### src/rtl/mbx_pkg.sv
package mbx_pkg;
    localparam int ADDR_W = 12;
    localparam int DATA_W = 32;

    // Register offsets; software decodes these, so they are fixed.
    localparam int OFS_REV = 'h000;
    localparam int OFS_CFG = 'h010;
    localparam int OFS_STS = 'h014;
    localparam int OFS_MSG = 'h040;
    localparam int OFS_FST = 'h080;
    localparam int OFS_CNT = 'h0C0;
    localparam int OFS_USR = 'h100;
    localparam int MSG_STRIDE = 4;
    localparam int USR_STRIDE = 8;

    localparam int CFG_SRST_BIT = 1;
    localparam int STS_DONE_BIT = 0;

    typedef enum logic [3:0] {
        SEL_NONE, SEL_REV, SEL_CFG, SEL_STS,
        SEL_MSG, SEL_FST, SEL_CNT, SEL_IST, SEL_IEN
    } reg_sel_e;
endpackage

### src/rtl/mbx_fifo.sv
module mbx_fifo #(
    parameter int WIDTH = 32,
    parameter int DEPTH = 4
) (
    input  logic                         clk,
    input  logic                         rst_n,
    input  logic                         clr,
    input  logic                         push,
    input  logic                         pop,
    input  logic [WIDTH-1:0]             wdata,
    output logic [WIDTH-1:0]             head,
    output logic [$clog2(DEPTH+1)-1:0]   count,
    output logic                         full,
    output logic                         push_acc,
    output logic                         pop_acc
);
    localparam int PW = (DEPTH > 1) ? $clog2(DEPTH) : 1;
    localparam int CW = $clog2(DEPTH + 1);

    typedef struct packed {
        logic [DEPTH-1:0][WIDTH-1:0] mem;
        logic [PW-1:0]               wp;
        logic [PW-1:0]               rp;
        logic [CW-1:0]               cnt;
    } fifo_st_t;

    fifo_st_t st_d, st_q;
    logic     empty;

    function automatic logic [PW-1:0] bump(input logic [PW-1:0] p);
        return (p == PW'(DEPTH - 1)) ? '0 : p + 1'b1;
    endfunction

    always_comb begin
        st_d     = st_q;
        full     = (st_q.cnt == CW'(DEPTH));
        empty    = (st_q.cnt == '0);
        push_acc = push & ~full;
        pop_acc  = pop & ~empty;
        if (clr) begin
            st_d.wp  = '0;
            st_d.rp  = '0;
            st_d.cnt = '0;
        end else begin
            if (push_acc) begin
                st_d.mem[st_q.wp] = wdata;
                st_d.wp           = bump(st_q.wp);
            end
            if (pop_acc) begin
                st_d.rp = bump(st_q.rp);
            end
            st_d.cnt = st_q.cnt + CW'(push_acc) - CW'(pop_acc);
        end
    end

    always_ff @(posedge clk or negedge rst_n) begin
        if (!rst_n) st_q <= '0;
        else        st_q <= st_d;
    end

    assign head  = empty ? '0 : st_q.mem[st_q.rp];
    assign count = st_q.cnt;


    drop_full_chk: assert property (@(posedge clk) disable iff (!rst_n)
        (push && full && !pop && !clr) |=> (count == $past(count) && head == $past(head)));

    empty_pop_chk: assert property (@(posedge clk) disable iff (!rst_n)
        (pop && !push && count == '0 && !clr) |=> (count == '0));

    depth_bound_chk: assert property (@(posedge clk) disable iff (!rst_n)
        count <= CW'(DEPTH));
endmodule

### src/rtl/mbx_irq_unit.sv
module mbx_irq_unit #(
    parameter int EV_W = 8
) (
    input  logic            clk,
    input  logic            rst_n,
    input  logic            clr,
    input  logic [EV_W-1:0] ev_set,
    input  logic            st_w1c,
    input  logic            en_we,
    input  logic [EV_W-1:0] wdata,
    output logic [EV_W-1:0] status,
    output logic [EV_W-1:0] enable,
    output logic            irq
);
    typedef struct packed {
        logic [EV_W-1:0] status;
        logic [EV_W-1:0] enable;
    } irq_st_t;

    irq_st_t st_d, st_q;

    always_comb begin
        st_d = st_q;
        if (clr) begin
            st_d = '0;
        end else begin
            // A new event wins over a simultaneous clear of the same bit.
            st_d.status = (st_q.status & ~(st_w1c ? wdata : '0)) | ev_set;
            if (en_we) st_d.enable = wdata;
        end
    end

    always_ff @(posedge clk or negedge rst_n) begin
        if (!rst_n) st_q <= '0;
        else        st_q <= st_d;
    end

    assign status = st_q.status;
    assign enable = st_q.enable;
    assign irq    = |(st_q.status & st_q.enable);


    w1c_clear_chk: assert property (@(posedge clk) disable iff (!rst_n)
        (st_w1c && !clr && ev_set == '0) |=> ((status & $past(wdata)) == '0));

    event_set_chk: assert property (@(posedge clk) disable iff (!rst_n)
        ((|ev_set) && !clr) |=> ((status & $past(ev_set)) == $past(ev_set)));

    clr_all_chk: assert property (@(posedge clk) disable iff (!rst_n)
        clr |=> (status == '0 && enable == '0 && !irq));
endmodule

### src/rtl/mbx_top.sv
module mbx_top
    import mbx_pkg::*;
#(
    parameter int NUM_MBOX   = 4,
    parameter int FIFO_DEPTH = 4,
    parameter int NUM_USERS  = 4,
    parameter int RST_CYCLES = 3,
    parameter int REV_MAJOR  = 1,
    parameter int REV_MINOR  = 0
) (
    input  logic                 clk,
    input  logic                 rst_n,
    input  logic                 bus_wr,
    input  logic                 bus_rd,
    input  logic [11:0]          bus_addr,
    input  logic [31:0]          bus_wdata,
    output logic [31:0]          bus_rdata,
    output logic [NUM_USERS-1:0] irq_o
);
    localparam int EV_W = 2 * NUM_MBOX;
    localparam int CW   = $clog2(FIFO_DEPTH + 1);
    localparam int RCW  = $clog2(RST_CYCLES + 1);

    typedef struct packed {
        logic [RCW-1:0]    rst_cnt;
        logic [DATA_W-1:0] rdata;
    } top_st_t;

    top_st_t st_d, st_q;

    reg_sel_e sel;
    int       idx;
    logic     busy;

    logic [NUM_MBOX-1:0]               push, pop, push_acc, pop_acc, full;
    logic [NUM_MBOX-1:0][DATA_W-1:0]   head;
    logic [NUM_MBOX-1:0][CW-1:0]       count;
    logic [EV_W-1:0]                   ev;
    logic [NUM_USERS-1:0]              st_w1c, en_we;
    logic [NUM_USERS-1:0][EV_W-1:0]    status, enable;

    // Address decode
    always_comb begin
        int a;
        a   = int'(bus_addr);
        sel = SEL_NONE;
        idx = 0;
        if (a[1:0] == 2'b00) begin
            if (a == OFS_REV)      sel = SEL_REV;
            else if (a == OFS_CFG) sel = SEL_CFG;
            else if (a == OFS_STS) sel = SEL_STS;
            else if (a >= OFS_MSG && a < OFS_MSG + MSG_STRIDE * NUM_MBOX) begin
                sel = SEL_MSG; idx = (a - OFS_MSG) / MSG_STRIDE;
            end else if (a >= OFS_FST && a < OFS_FST + MSG_STRIDE * NUM_MBOX) begin
                sel = SEL_FST; idx = (a - OFS_FST) / MSG_STRIDE;
            end else if (a >= OFS_CNT && a < OFS_CNT + MSG_STRIDE * NUM_MBOX) begin
                sel = SEL_CNT; idx = (a - OFS_CNT) / MSG_STRIDE;
            end else if (a >= OFS_USR && a < OFS_USR + USR_STRIDE * NUM_USERS) begin
                idx = (a - OFS_USR) / USR_STRIDE;
                sel = a[2] ? SEL_IEN : SEL_IST;
            end
        end
    end

    assign busy = (st_q.rst_cnt != '0);

    // Access strobes
    always_comb begin
        for (int m = 0; m < NUM_MBOX; m++) begin
            push[m] = bus_wr && !busy && sel == SEL_MSG && idx == m;
            pop[m]  = bus_rd && !busy && sel == SEL_MSG && idx == m;
        end
        for (int u = 0; u < NUM_USERS; u++) begin
            st_w1c[u] = bus_wr && !busy && sel == SEL_IST && idx == u;
            en_we[u]  = bus_wr && !busy && sel == SEL_IEN && idx == u;
        end
    end

    for (genvar m = 0; m < NUM_MBOX; m++) begin : g_mbox
        mbx_fifo #(.WIDTH(DATA_W), .DEPTH(FIFO_DEPTH)) fifo_i (
            .clk(clk), .rst_n(rst_n), .clr(busy),
            .push(push[m]), .pop(pop[m]), .wdata(bus_wdata),
            .head(head[m]), .count(count[m]), .full(full[m]),
            .push_acc(push_acc[m]), .pop_acc(pop_acc[m])
        );
        assign ev[2*m]   = push_acc[m];
        assign ev[2*m+1] = pop_acc[m] & full[m];
    end

    for (genvar u = 0; u < NUM_USERS; u++) begin : g_user
        mbx_irq_unit #(.EV_W(EV_W)) irq_i (
            .clk(clk), .rst_n(rst_n), .clr(busy), .ev_set(ev),
            .st_w1c(st_w1c[u]), .en_we(en_we[u]), .wdata(bus_wdata[EV_W-1:0]),
            .status(status[u]), .enable(enable[u]), .irq(irq_o[u])
        );
    end

    // Next state: soft-reset counter and registered read data
    always_comb begin
        st_d = st_q;
        if (busy) begin
            st_d.rst_cnt = st_q.rst_cnt - 1'b1;
        end else if (bus_wr && sel == SEL_CFG && bus_wdata[CFG_SRST_BIT]) begin
            st_d.rst_cnt = RCW'(RST_CYCLES);
        end
        if (bus_rd) begin
            st_d.rdata = '0;
            unique case (sel)
                SEL_REV: st_d.rdata = DATA_W'(((REV_MAJOR % 16) * 16) + (REV_MINOR % 16));
                SEL_CFG: st_d.rdata[CFG_SRST_BIT] = busy;
                SEL_STS: st_d.rdata[STS_DONE_BIT] = !busy;
                SEL_MSG: for (int m = 0; m < NUM_MBOX; m++)
                             if (idx == m) st_d.rdata = head[m];
                SEL_FST: for (int m = 0; m < NUM_MBOX; m++)
                             if (idx == m) st_d.rdata = DATA_W'(full[m]);
                SEL_CNT: for (int m = 0; m < NUM_MBOX; m++)
                             if (idx == m) st_d.rdata = DATA_W'(count[m]);
                SEL_IST: for (int u = 0; u < NUM_USERS; u++)
                             if (idx == u) st_d.rdata = DATA_W'(status[u]);
                SEL_IEN: for (int u = 0; u < NUM_USERS; u++)
                             if (idx == u) st_d.rdata = DATA_W'(enable[u]);
                default: st_d.rdata = '0;
            endcase
        end
    end

    always_ff @(posedge clk or negedge rst_n) begin
        if (!rst_n) st_q <= '0;
        else        st_q <= st_d;
    end

    assign bus_rdata = st_q.rdata;


    unmapped_zero_chk: assert property (@(posedge clk) disable iff (!rst_n)
        (bus_rd && sel == SEL_NONE) |=> (bus_rdata == '0));

    srst_start_chk: assert property (@(posedge clk) disable iff (!rst_n)
        (bus_wr && !busy && sel == SEL_CFG && bus_wdata[CFG_SRST_BIT]) |=> busy);

    srst_end_chk: assert property (@(posedge clk) disable iff (!rst_n)
        $fell(busy) |-> (full == '0 && irq_o == '0));
endmodule

### config.mk
export PLATFORM = sky130hd
export DESIGN_NAME = mbx_top
export DESIGN_NICKNAME = d
export VERILOG_FILES = /design/src/rtl/mbx_pkg.sv /design/src/rtl/mbx_fifo.sv /design/src/rtl/mbx_irq_unit.sv /design/src/rtl/mbx_top.sv
export SDC_FILE = /design/constraint.sdc
export NUM_CORES = 1
export LEC_CHECK = 0
export BUFFER_PORTS_ARGS = -buffer_cell sky130_fd_sc_hd__buf_2
export CORE_MARGIN = 1
export CORE_UTILIZATION = 40
export DETAILED_ROUTE_END_ITERATION = 12
export GPL_TIMING_DRIVEN = 0
export PLACE_DENSITY = 0.64
export SYNTH_ARGS = -nofsm -noshare
export SYNTH_HDL_FRONTEND = slang
export SYNTH_SLANG_ARGS = --single-unit
### constraint.sdc
create_clock -name clk -period 6.05 [get_ports clk]
set_input_delay 0.3025 -clock clk [delete_from_list [all_inputs] [get_ports clk]]
set_output_delay 0.3025 -clock clk [all_outputs]
set_load 0.01 [all_outputs]
* Word-level counts from Yosys, hierarchy flattened
Index checks and enable logic that the tools add are counted.
** Operators by class
- Add/subtract/negate cells :: 25
- $mul :: 0
- Divide/modulo/power cells :: 0
- $lt $le $gt $ge :: 20
- Eq/ne operators :: 25
- Shift operators :: 0
- Mux-type cells :: 98
- Bitwise operators :: 41
- Reduce and logical (&&, ||, !) cells :: 66
** Operators with widths (number)
- $mux 32 :: 36
- $bwmux 128 :: 4
- $bmux 32 s2 :: 4
- $demux 32 s2 :: 4
- $pmux 30 s6 :: 1
- $add 32x1->32 :: 4
- $mux 8 :: 10
- $and 8x8->8 :: 8
- $eq 32x3->1 const B :: 2
- $mux 16 :: 4
- $mux 2 :: 18
- $mux 4 :: 9
- $eq 32x2->1 const B :: 1
- $logic_and 1x1->1 :: 32
- $logic_not 32->1 :: 1
- $not 8->8 :: 4
- $or 8x8->8 :: 4
- $reduce_or 8->1 :: 4
- $mux 7 :: 4
- $reduce_bool 2->1 :: 14
- $sub 12x8->13 const B :: 2
- $eq 12x6->1 const B :: 2
- $ge 12x8->1 const B :: 2
- $lt 12x8->1 const B :: 2
- 30 further kinds :: 99
** Word-level totals
- Bits in registers :: 638
- Latch bits :: 0
- Memory bits (writable) :: 0
- Memory bits (read-only) :: 0
- Input port bits :: 48
- Output and inout bits :: 36
- Word-level logic and storage cells :: 313
- Memories kept :: 0

* Depth between registers and ports, before layout
Gate-level depths: netlist of the first run.
- Depth in word-level cells :: 19
- Depth in mapped cells :: 31
- Mapped depth without buffers :: 26

* Hierarchy
Synthesis of the first run repeated with hierarchy kept, for this count alone.
** Unflattened totals
- Cell total of the unflattened synthesis :: 2587
- Area, all modules :: 36147.2 sq um
** By module, submodules not included
- mbx_fifo :: times used 4, cells an instance 398, area each 6849.1 sq um, seq. area each 3378.2 sq um
- mbx_top :: times used 1, cells an instance 775, area each 5928.2 sq um, seq. area each 850.8 sq um
- mbx_irq_unit :: times used 4, cells an instance 55, area each 705.7 sq um, seq. area each 400.4 sq um

* Least setup slack after synthesis of the first run
OpenSTA, ideal clock, no wires.
- Path type :: input -> register
- Start point :: input bus_addr[8]
- End point :: register g_mbox[2].fifo_i.st_q (netlist bit g_mbox[2].fifo_i.count[2])
- Arrival time :: 6.089 ns
- Required time :: 5.931 ns
- Setup slack :: -0.158 ns
- Stages :: 31
- Path buffers :: 5
- Cell sequence :: clkbuf_1 > inv_1 > ha_1 > or3b_1 > buf_2 > clkinv_2 > o21ai_1 > nor2_1 > ha_1 > ha_1 > nand3_1 > or3b_2 > or3_1 > ha_1 > nor4_1 > nand3_1 > nor4_1 > a21oi_1 > a32oi_2 > o21a_1 > buf_4 > nand2_1 > clkbuf_1 > clkbuf_1 > nor3_1 > ha_1 > inv_1 > ha_1 > fa_1 > xnor2_1 > and2_1
** RTL lines
- start, declared :: line mbx_top.sv:15 : input logic [11:0] bus_addr,
- end signal, assigned :: line mbx_fifo.sv:58 : else st_q <= st_d;
- end, declared :: line mbx_fifo.sv:27 : fifo_st_t st_d, st_q;

==> impl_results.rst, run 1 <==
.. list-table::
   :header-rows: 1

   * - Metric
     - Value
   * - Status
     - finished clean
   * - R2R Path Start
     - g_mbox[1].fifo_i.st_q[3]
   * - Cells after synthesis
     - 2625
   * - Power dissipated by switching net loads
     - 2.34 mW
   * - Multi-input combinational cell area
     - 15700 um^2
   * - FF/Latch Area
     - 16000 um^2
   * - Startpoint kind of the worst setup timing path
     - primary input
   * - Number of antenna violations at the first check in global routing
     - 2
   * - Net switching fraction of the power
     - 24.6%
   * - Leakage
     - 17.3 nW
   * - Count of flip-flops with a built-in enable after synthesis
     - 0
   * - Via count of the first global-routing pass
     - 24600
   * - Type of the setup path with the least slack
     - in2reg
   * - Final Power
     - 9.50 mW
   * - Final setup margin
     - 0.199 ns
   * - Core Area
     - 81100 um^2
   * - Pin count of the biggest net entering global routing
     - 127
   * - Residual DRC
     - 0
   * - Synth unique cells
     - 85
   * - Maximum level of the CTS H-tree
     - 3
   * - Global-route wire length before repair
     - 153000 um
   * - TritonCTS Buffers
     - 69
   * - Via Count
     - 23200
   * - Maximum fanout along the worst path
     - 12
   * - Number of antenna repair diodes
     - 0
   * - Buffers on Ports
     - 83
   * - Clock latency of the later-clocked register in the worst-skew pair
     - 0.63 ns
   * - Setup slack at placement
     - -1.75 ns
   * - Clk_skew
     - 0.0319 ns
   * - Final instance area
     - 37600 um^2
   * - Layout fillers
     - 7211
   * - Critical Path Start
     - bus_addr[9]
   * - Maximum achievable frequency
     - 171 MHz
   * - Minimum hold slack
     - 0.0261 ns
   * - Average vias per placed instance
     - 5.93
   * - Count of synthesis-stage warnings from yosys
     - 0
   * - Final setup violation count
     - 0
   * - Routability-driven placement congestion ratio
     - 0.939
   * - Shortest clock period the worst path allows after layout
     - 5.85 ns
   * - Required time at the endpoint of the critical path
     - 6.55 ns
   * - Drt total wl
     - 100000 um
   * - Initial cell density of the core
     - 40.7%
   * - Area after DPL
     - 34900 um^2
   * - Hold path start
     - bus_wdata[11]
   * - Synth-to-Final Area Change
     - 14.0%
   * - Post-detailed-route count of antenna-violating nets
     - 0
   * - Signal arrival time at the worst endpoint
     - 6.35 ns
   * - Die Footprint
     - 83500 um^2
   * - Number of nets in the layout
     - 2924
   * - Leading cell type in the layout, fill and taps excluded
     - dfrtp_1
   * - Fin. max-slew vios
     - 0
   * - CP max-delay cell
     - or3b_4
   * - Logic gate share of total power
     - 7.8%
   * - Sequential cell fraction of total power
     - 45.7%
   * - X dimension of the die
     - 289 um
   * - Ports
     - 84
   * - Setup tns final
     - 0 ns
   * - Hold Vio Cnt, Final
     - 0
   * - Max_slew headroom
     - 11.8%
   * - Die Span Y
     - 289 um
   * - CTS sink cnt
     - 638
   * - Commonest non-fill, non-tap cells in the layout
     - dfrtp_1, mux2_2, nand2_1, clkbuf_1, mux4_2
   * - Power density over the cells
     - 253 nW/um^2
   * - RSZ-0062 raised after global routing
     - yes
   * - Standard-cell row count
     - 104
   * - Tightest Pin Transition
     - 1.32 ns
   * - Synthesis-stage register bit count
     - 638
   * - Kind of capture point of the worst setup path
     - register
   * - Netlist area before placement
     - 33000 um^2
   * - Pint
     - 7.16 mW
   * - Sequential area share after synthesis
     - 48.4%
   * - Share of the cycle needed by the critical path after routing
     - 96.7%
   * - Placed wire-length estimate after detailed placement
     - 68900 um
   * - Hold/Removal Path Class
     - in2reg
   * - Most used DFF post-synth
     - dfrtp_1
   * - TritonCTS clock tree
     - yes
   * - Part of the power in the clock network
     - 46.5%
   * - Clock Path Buffers
     - 3
   * - Max-cap viol count
     - 0
   * - Detailed Route Iter0 Violations
     - 1805
   * - Global-route total usage across every layer
     - 24.4%
   * - Remaining global-route overflow
     - 0
   * - Reg clk slew, reported paths
     - 0.06 ns
   * - IR Drop Worst-Case VDD
     - 233 uV
   * - Average cell area after synthesis
     - 12.6 um^2
   * - Synthesized netlist net count
     - 2751
   * - Root buffer selected by CTS
     - clkbuf_16
   * - Crit path largest cell delay
     - 0.43 ns
   * - Share of cells above drive strength 1
     - 35.4%
   * - Ys async rst share
     - 100%
   * - Wire length per cell
     - 25.7 um
   * - Drt pass-1 iters
     - 5
power by group through the flow:
stage / logic (mW) / registers, mW / clock network, mW
floorplan: 0.376 / 4.41 / 0
global placement: 0.686 / 4.42 / 0
detailed placement: 0.712 / 4.42 / 0
CTS: 0.729 / 4.34 / 4.48
global route: 0.800 / 4.34 / 4.64
finish: 0.740 / 4.34 / 4.42
cell type report:
| cell class | instances | area share, % |
|---|---|---|
| flip-flops and latches | 638 | 42.5 |
| multi-input cells | 1667 | 41.8 |
| clock buffers | 98 | 5.39 |
| well taps | 1060 | 3.53 |
| plain buffers | 234 | 3.10 |
| repair buffers | 104 | 1.86 |
| clock inverters | 23 | 0.909 |
| inverters | 84 | 0.869 |
layer usage:
| layer | vias to the layer above | share of wire (%) | GRT usage (%) |
|---|---|---|---|
| li1 | 9901 | - | - |
| met1 | 12200 | 42 | 32.4 |
| met2 | 877 | 48 | 40.2 |
| met3 | 185 | 6.9 | 4.40 |
| met4 | 2 | 3.0 | 7.96 |
| met5 | - | 0.013 | 0 |
worst max-delay path, delay by kind of cell:
kind                       cells  cell delay (ns)
buffers and inverters          9             1.31
adders and majority gates      7             1.54
and+or+nand+nor               11             2.39
xor gates and xnor gates       1             0.13
AOI/OAI and AO/OA              4             0.63
synth_stat cells (10+ instances only):
cell type / number / share of area [%]
o32ai_1: 23 / 0.61
mux4_2: 129 / 8.8
o21ai_0: 34 / 0.52
a21oi_1: 79 / 1.2
a31o_2: 20 / 0.53
mux2i_1: 26 / 0.79
dfrtp_1: 638 / 48
nor2_1: 55 / 0.63
and2_1: 20 / 0.38
mux2_2: 472 / 16
clkbuf_1: 131 / 1.5
o22ai_1: 19 / 0.36
nor3_1: 29 / 0.44
a22oi_1: 16 / 0.36
a31oi_1: 17 / 0.32
and3_1: 14 / 0.27
nor4_1: 33 / 0.63
nor2b_1: 84 / 1.6
a21boi_0: 30 / 0.68
nand2_1: 181 / 2.1
inv_1: 82 / 0.93
buf_4: 41 / 0.93
nand4_1: 13 / 0.25
mux2_4: 30 / 1.4
or3_1: 14 / 0.27
o31ai_1: 10 / 0.23
mux2_1: 11 / 0.38
buf_1: 28 / 0.32
buf_2: 32 / 0.49
ha_1: 74 / 2.8
xnor2_1: 19 / 0.50
nand3_1: 47 / 0.71
o21a_1: 16 / 0.36
nor3b_1: 32 / 0.73
final timing paths:
| kind | to | slack [ns] | depth (start not counted) |
|---|---|---|---|
| min in group asynchronous | g_mbox[1].fifo_i.st_q[95] | 0.32 | 2 |
| hold / removal | g_mbox[1].fifo_i.st_q[18] | 0.03 | 2 |
| setup / recovery | g_mbox[2].fifo_i.count[2] | 0.20 | 32 |
| max in group asynchronous | g_mbox[2].fifo_i.st_q[110] | 4.04 | 4 |
| hold reg to reg | bus_rdata[2] | 0.49 | 2 |
| setup reg to reg | bus_rdata[4] | 2.00 | 6 |
state kept, by name (all words and copies together) (netlist names):
register and cells:
bus_rdata 32, g_mbox.fifo_i.count 12, st_q 2, g_mbox.fifo_i.st_q 528, g_user.irq_i.status 32, g_user.irq_i.enable 32
stage by stage:
step	std cells	util [%]
2_1_floorplan	2625	-
3_3_place_gp	3768	42.8
3_5_place_dp	3773	43.0
4_1_cts	3907	46.2
5_1_grt	3908	46.3
6_report	3908	46.3
cell families (layout without fill, tap and decap cells):
logic type | count (synthesis) | after routing | share of synthesized area [%]
buffers and inverters | 320 | 543 | 4.33
multiplexers | 668 | 668 | 27.5
adder cells (fa/ha/maj) | 78 | 78 | 3.05
AND/OR/NAND/NOR | 566 | 566 | 9.15
AO/OA/AOI/OAI | 331 | 331 | 6.92
flip-flops | 638 | 638 | 48.4
XOR/XNOR | 24 | 24 | 0.638
what timing repair did:
item,in CTS,in global routing
setup endpoints to repair,607,527
hold endpoints to repair,126,0
hold buffers,6,0
gates resized for setup,35,42
pin swaps,4,3
setup buffers,8,2
Power figures use the tool's default switching activity.
==> run 2: changes to the inputs <==
--- a/config.mk
+++ b/config.mk
@@ -10,7 +10,7 @@
 export CORE_UTILIZATION = 40
 export DETAILED_ROUTE_END_ITERATION = 12
 export GPL_TIMING_DRIVEN = 0
-export PLACE_DENSITY = 0.64
+export PLACE_DENSITY = 0.66
 export SYNTH_ARGS = -nofsm -noshare
 export SYNTH_HDL_FRONTEND = slang
 export SYNTH_SLANG_ARGS = --single-unit
==> constraint.sdc (replaced) <==
create_clock -name clk -period 5.1 [get_ports clk]
set_input_delay 0.255 -clock clk [delete_from_list [all_inputs] [get_ports clk]]
set_output_delay 0.255 -clock clk [all_outputs]
set_load 0.01 [all_outputs]
==> run 2 against run 1 <==
The run now ends with setup timing left; clock power grew 23%; setup slack lost 0.27 ns; worst hold slack better by 0.0011 ns; register-to-register slack worse by 0.46 ns; via count is 0.70% higher; largest cell class is now multi-input gates; clock-buffer cell count up 3; final cell count grew 2.4%; largest power group unchanged; combinational power up 27%; highest routed layer unchanged; total power up 21%.
==> impl_results.rst, run 2 (synthesis results as in run 1) <==
.. list-table::
   :header-rows: 1

   * - Metric
     - Value
   * - Required time at the endpoint of the critical path
     - 5.59 ns (-0.96 ns)
   * - Last element of the critical path
     - g_mbox[3].fifo_i.count[1]
   * - Critical path depth in cells
     - 29 (-9.4%)
   * - Area after DPL
     - 35200 um^2 (+0.91%)
   * - Standard-cell row count
     - 104 (unchanged)
   * - Crit path largest cell delay
     - 0.43 ns (about the same)
   * - Ports
     - 84 (unchanged)
   * - RSZ-0062 raised after global routing
     - yes
   * - Global-route total usage across every layer
     - 23.3% (-1.0 points)
   * - Synth-to-Final Area Change
     - 19.3%
   * - Combined buffer and inverter count along the critical path
     - 7 (-2)
   * - CTS sink cnt
     - 638 (unchanged)
   * - Hold Vio Cnt, Final
     - 0 (unchanged)
   * - Family with the most delay on the worst path
     - simple AND/OR/NAND/NOR gates
   * - Minimum hold slack
     - 0.0272 ns (+0.00110 ns)
   * - FF/Latch Area
     - 16000 um^2 (unchanged)
   * - Post-detailed-route count of antenna-violating nets
     - 0 (unchanged)
   * - Drt pass-1 iters
     - 9 (+4)
   * - Number of nets in the layout
     - 3010 (+2.9%)
   * - Clk_skew
     - 0.0248 ns (-0.00713 ns)
   * - Type of the setup path with the least slack
     - in2reg
   * - Max-cap viol count
     - 0 (unchanged)
   * - Capture point of the worst reg-to-reg path
     - bus_rdata[3]
   * - Max_slew headroom
     - 15.6% (+3.8 points)
   * - Clock Path Buffers
     - 3 (unchanged)
   * - Remaining global-route overflow
     - 0 (unchanged)
   * - Buffers on Ports
     - 83 (unchanged)
   * - Violated checks
     - setup timing
   * - Final setup violation count
     - 5 (+5)
   * - Share of cells above drive strength 1
     - 39.6% (+4.2 points)
   * - X dimension of the die
     - 289 um (unchanged)
   * - Number of cells on the worst hold path
     - 2 (unchanged)
   * - Number of antenna violations at the first check in global routing
     - 1 (-1)
   * - Maximum fanout along the worst path
     - 6 (-6)
   * - Power density over the cells
     - 293 nW/um^2 (+16%)
   * - R2R Path Start
     - g_mbox[2].fifo_i.count[1]
   * - TritonCTS clock tree
     - yes
   * - Multi-input combinational cell area
     - 16200 um^2 (+2.8%)
   * - Detailed Route Iter0 Violations
     - 1997 (+11%)
   * - Root buffer selected by CTS
     - clkbuf_16
   * - Status
     - finished, violations left
   * - Via Count
     - 23300 (+0.70%)
   * - Placed wire-length estimate after detailed placement
     - 64700 um (-6.1%)
   * - Drt total wl
     - 97000 um (-3.3%)
   * - Maximum level of the CTS H-tree
     - 3 (unchanged)
   * - Global-route wire length before repair
     - 147000 um (-4.1%)
   * - Worst setup slack for register-to-register paths
     - 1.54 ns (-0.46 ns)
   * - Final setup margin
     - -0.0735 ns (-0.273 ns)
   * - Tightest Pin Transition
     - 1.27 ns (-0.0571 ns)
   * - CP max-delay cell
     - fa_2
   * - Critical Path Start
     - bus_addr[9]
   * - Signal arrival time at the worst endpoint
     - 5.67 ns (-0.68 ns)
   * - TritonCTS Buffers
     - 71 (+2.9%)
   * - Pin count of the biggest net entering global routing
     - 114 (-10%)
   * - Final instance area
     - 39300 um^2 (+4.7%)
   * - Die Footprint
     - 83500 um^2 (unchanged)
   * - Wire length per cell
     - 24.3 um (-5.5%)
   * - Layout fillers
     - 7165 (-0.64%)
   * - Shortest clock period the worst path allows after layout
     - 5.17 ns
   * - Kind of capture point of the worst setup path
     - register
   * - Clock latency of the later-clocked register in the worst-skew pair
     - 0.62 ns (about the same)
   * - Worst reg-to-reg path cell count
     - 6 (unchanged)
   * - Setup tns final
     - -0.186 ns (-0.186 ns)
   * - Via count of the first global-routing pass
     - 23600 (-4.2%)
   * - Share of the cycle needed by the critical path after routing
     - 101%
   * - Hold/Removal Path Class
     - in2reg
   * - Routability-driven placement congestion ratio
     - 0.971 (+3.4%)
   * - Core Area
     - 81100 um^2 (unchanged)
   * - IR Drop Worst-Case VDD
     - 218 uV (-6.4%)
   * - Die Span Y
     - 289 um (unchanged)
   * - Fin. max-slew vios
     - 0 (unchanged)
   * - Maximum achievable frequency
     - 193 MHz
   * - Top reg by flops
     - g_mbox.fifo_i.st_q
   * - Initial cell density of the core
     - 40.7% (unchanged)
   * - Average vias per placed instance
     - 5.83 (-1.6%)
   * - Reg clk slew, reported paths
     - 0.06 ns (about the same)
   * - Leading cell type in the layout, fill and taps excluded
     - dfrtp_1
   * - Residual DRC
     - 0 (unchanged)
   * - Startpoint kind of the worst setup timing path
     - primary input
   * - Final Power
     - 11.5 mW (+21%)
   * - Commonest non-fill, non-tap cells in the layout
     - dfrtp_1, mux2_2, nand2_1, mux4_2, clkbuf_1
   * - Number of flip-flops in the largest register
     - 528 (unchanged)
   * - Leakage
     - 18.1 nW (+4.3%)
run 2: layout make-up:
| class | instances | share of cell area (%) |
|---|---|---|
| clock buffers | 101 | 5.34 |
| clock inverters | 27 | 0.999 |
| inverters | 84 | 0.916 |
| diodes | 1 | 0.00636 |
| well taps | 1060 | 3.37 |
| plain buffers | 230 | 3.73 |
| multi-input cells | 1667 | 41.1 |
| repair buffers | 192 | 3.94 |
| flip-flops and latches | 638 | 40.6 |
run 2: how the worst min path moves through the flow:
stage | slack [ns] | startpoint | to
2_1_floorplan | -0.04 | rst_n | bus_rdata[0]
3_3_place_gp | 0.47 | st_q[32] | st_q[32]
3_5_place_dp | 0.33 | rst_n | g_mbox[0].fifo_i.st_q[96]
4_1_cts | 0.001 | bus_wdata[15] | g_mbox[3].fifo_i.st_q[22]
5_1_grt | 0.01 | bus_wdata[9] | g_mbox[1].fifo_i.st_q[16]
6_report | 0.03 | bus_wdata[15] | g_mbox[3].fifo_i.st_q[22]
run 2: through the flow:
step / worst slack, ns / std cells / utilization (%)
CTS: 0.00155 / 3954 / 47.3
finish: -0.0735 / 4000 / 48.5
global route: -0.312 / 4000 / 48.5
detailed placement: -1.79 / 3774 / 43.4
global placement: -10.05 / 3768 / 43.2
floorplan: -0.470 / 2625 / -
run 2: report_power, final:
group | leakage [nW] | internal (mW) | switching, mW | total (mW)
Sequential | 8.90 | 5.12 | 0.0293 | 5.15
Combinational | 7.95 | 0.339 | 0.603 | 0.942
Clock | 1.23 | 3.25 | 2.19 | 5.44
Total | 18.1 | 8.71 | 2.83 | 11.5
run 2: timing repair:
item                       in CTS  in global routing
setup endpoints to repair     632                574
hold buffers                   28                  0
gates cloned                    0                  3
hold endpoints to repair      222                  0
setup buffers                  28                 44
pin swaps                      22                 30
gates resized for setup        56                170
run 2: routing by layer:
layer  GRT usage (%)  vias to the layer above  share of wire, %
li1                -                    10100                 -
met5           0.682                        -             0.082
met2            37.4                      905                47
met3            4.35                      253               6.6
met1            32.2                    12100                43
met4            6.71                        2               3.3
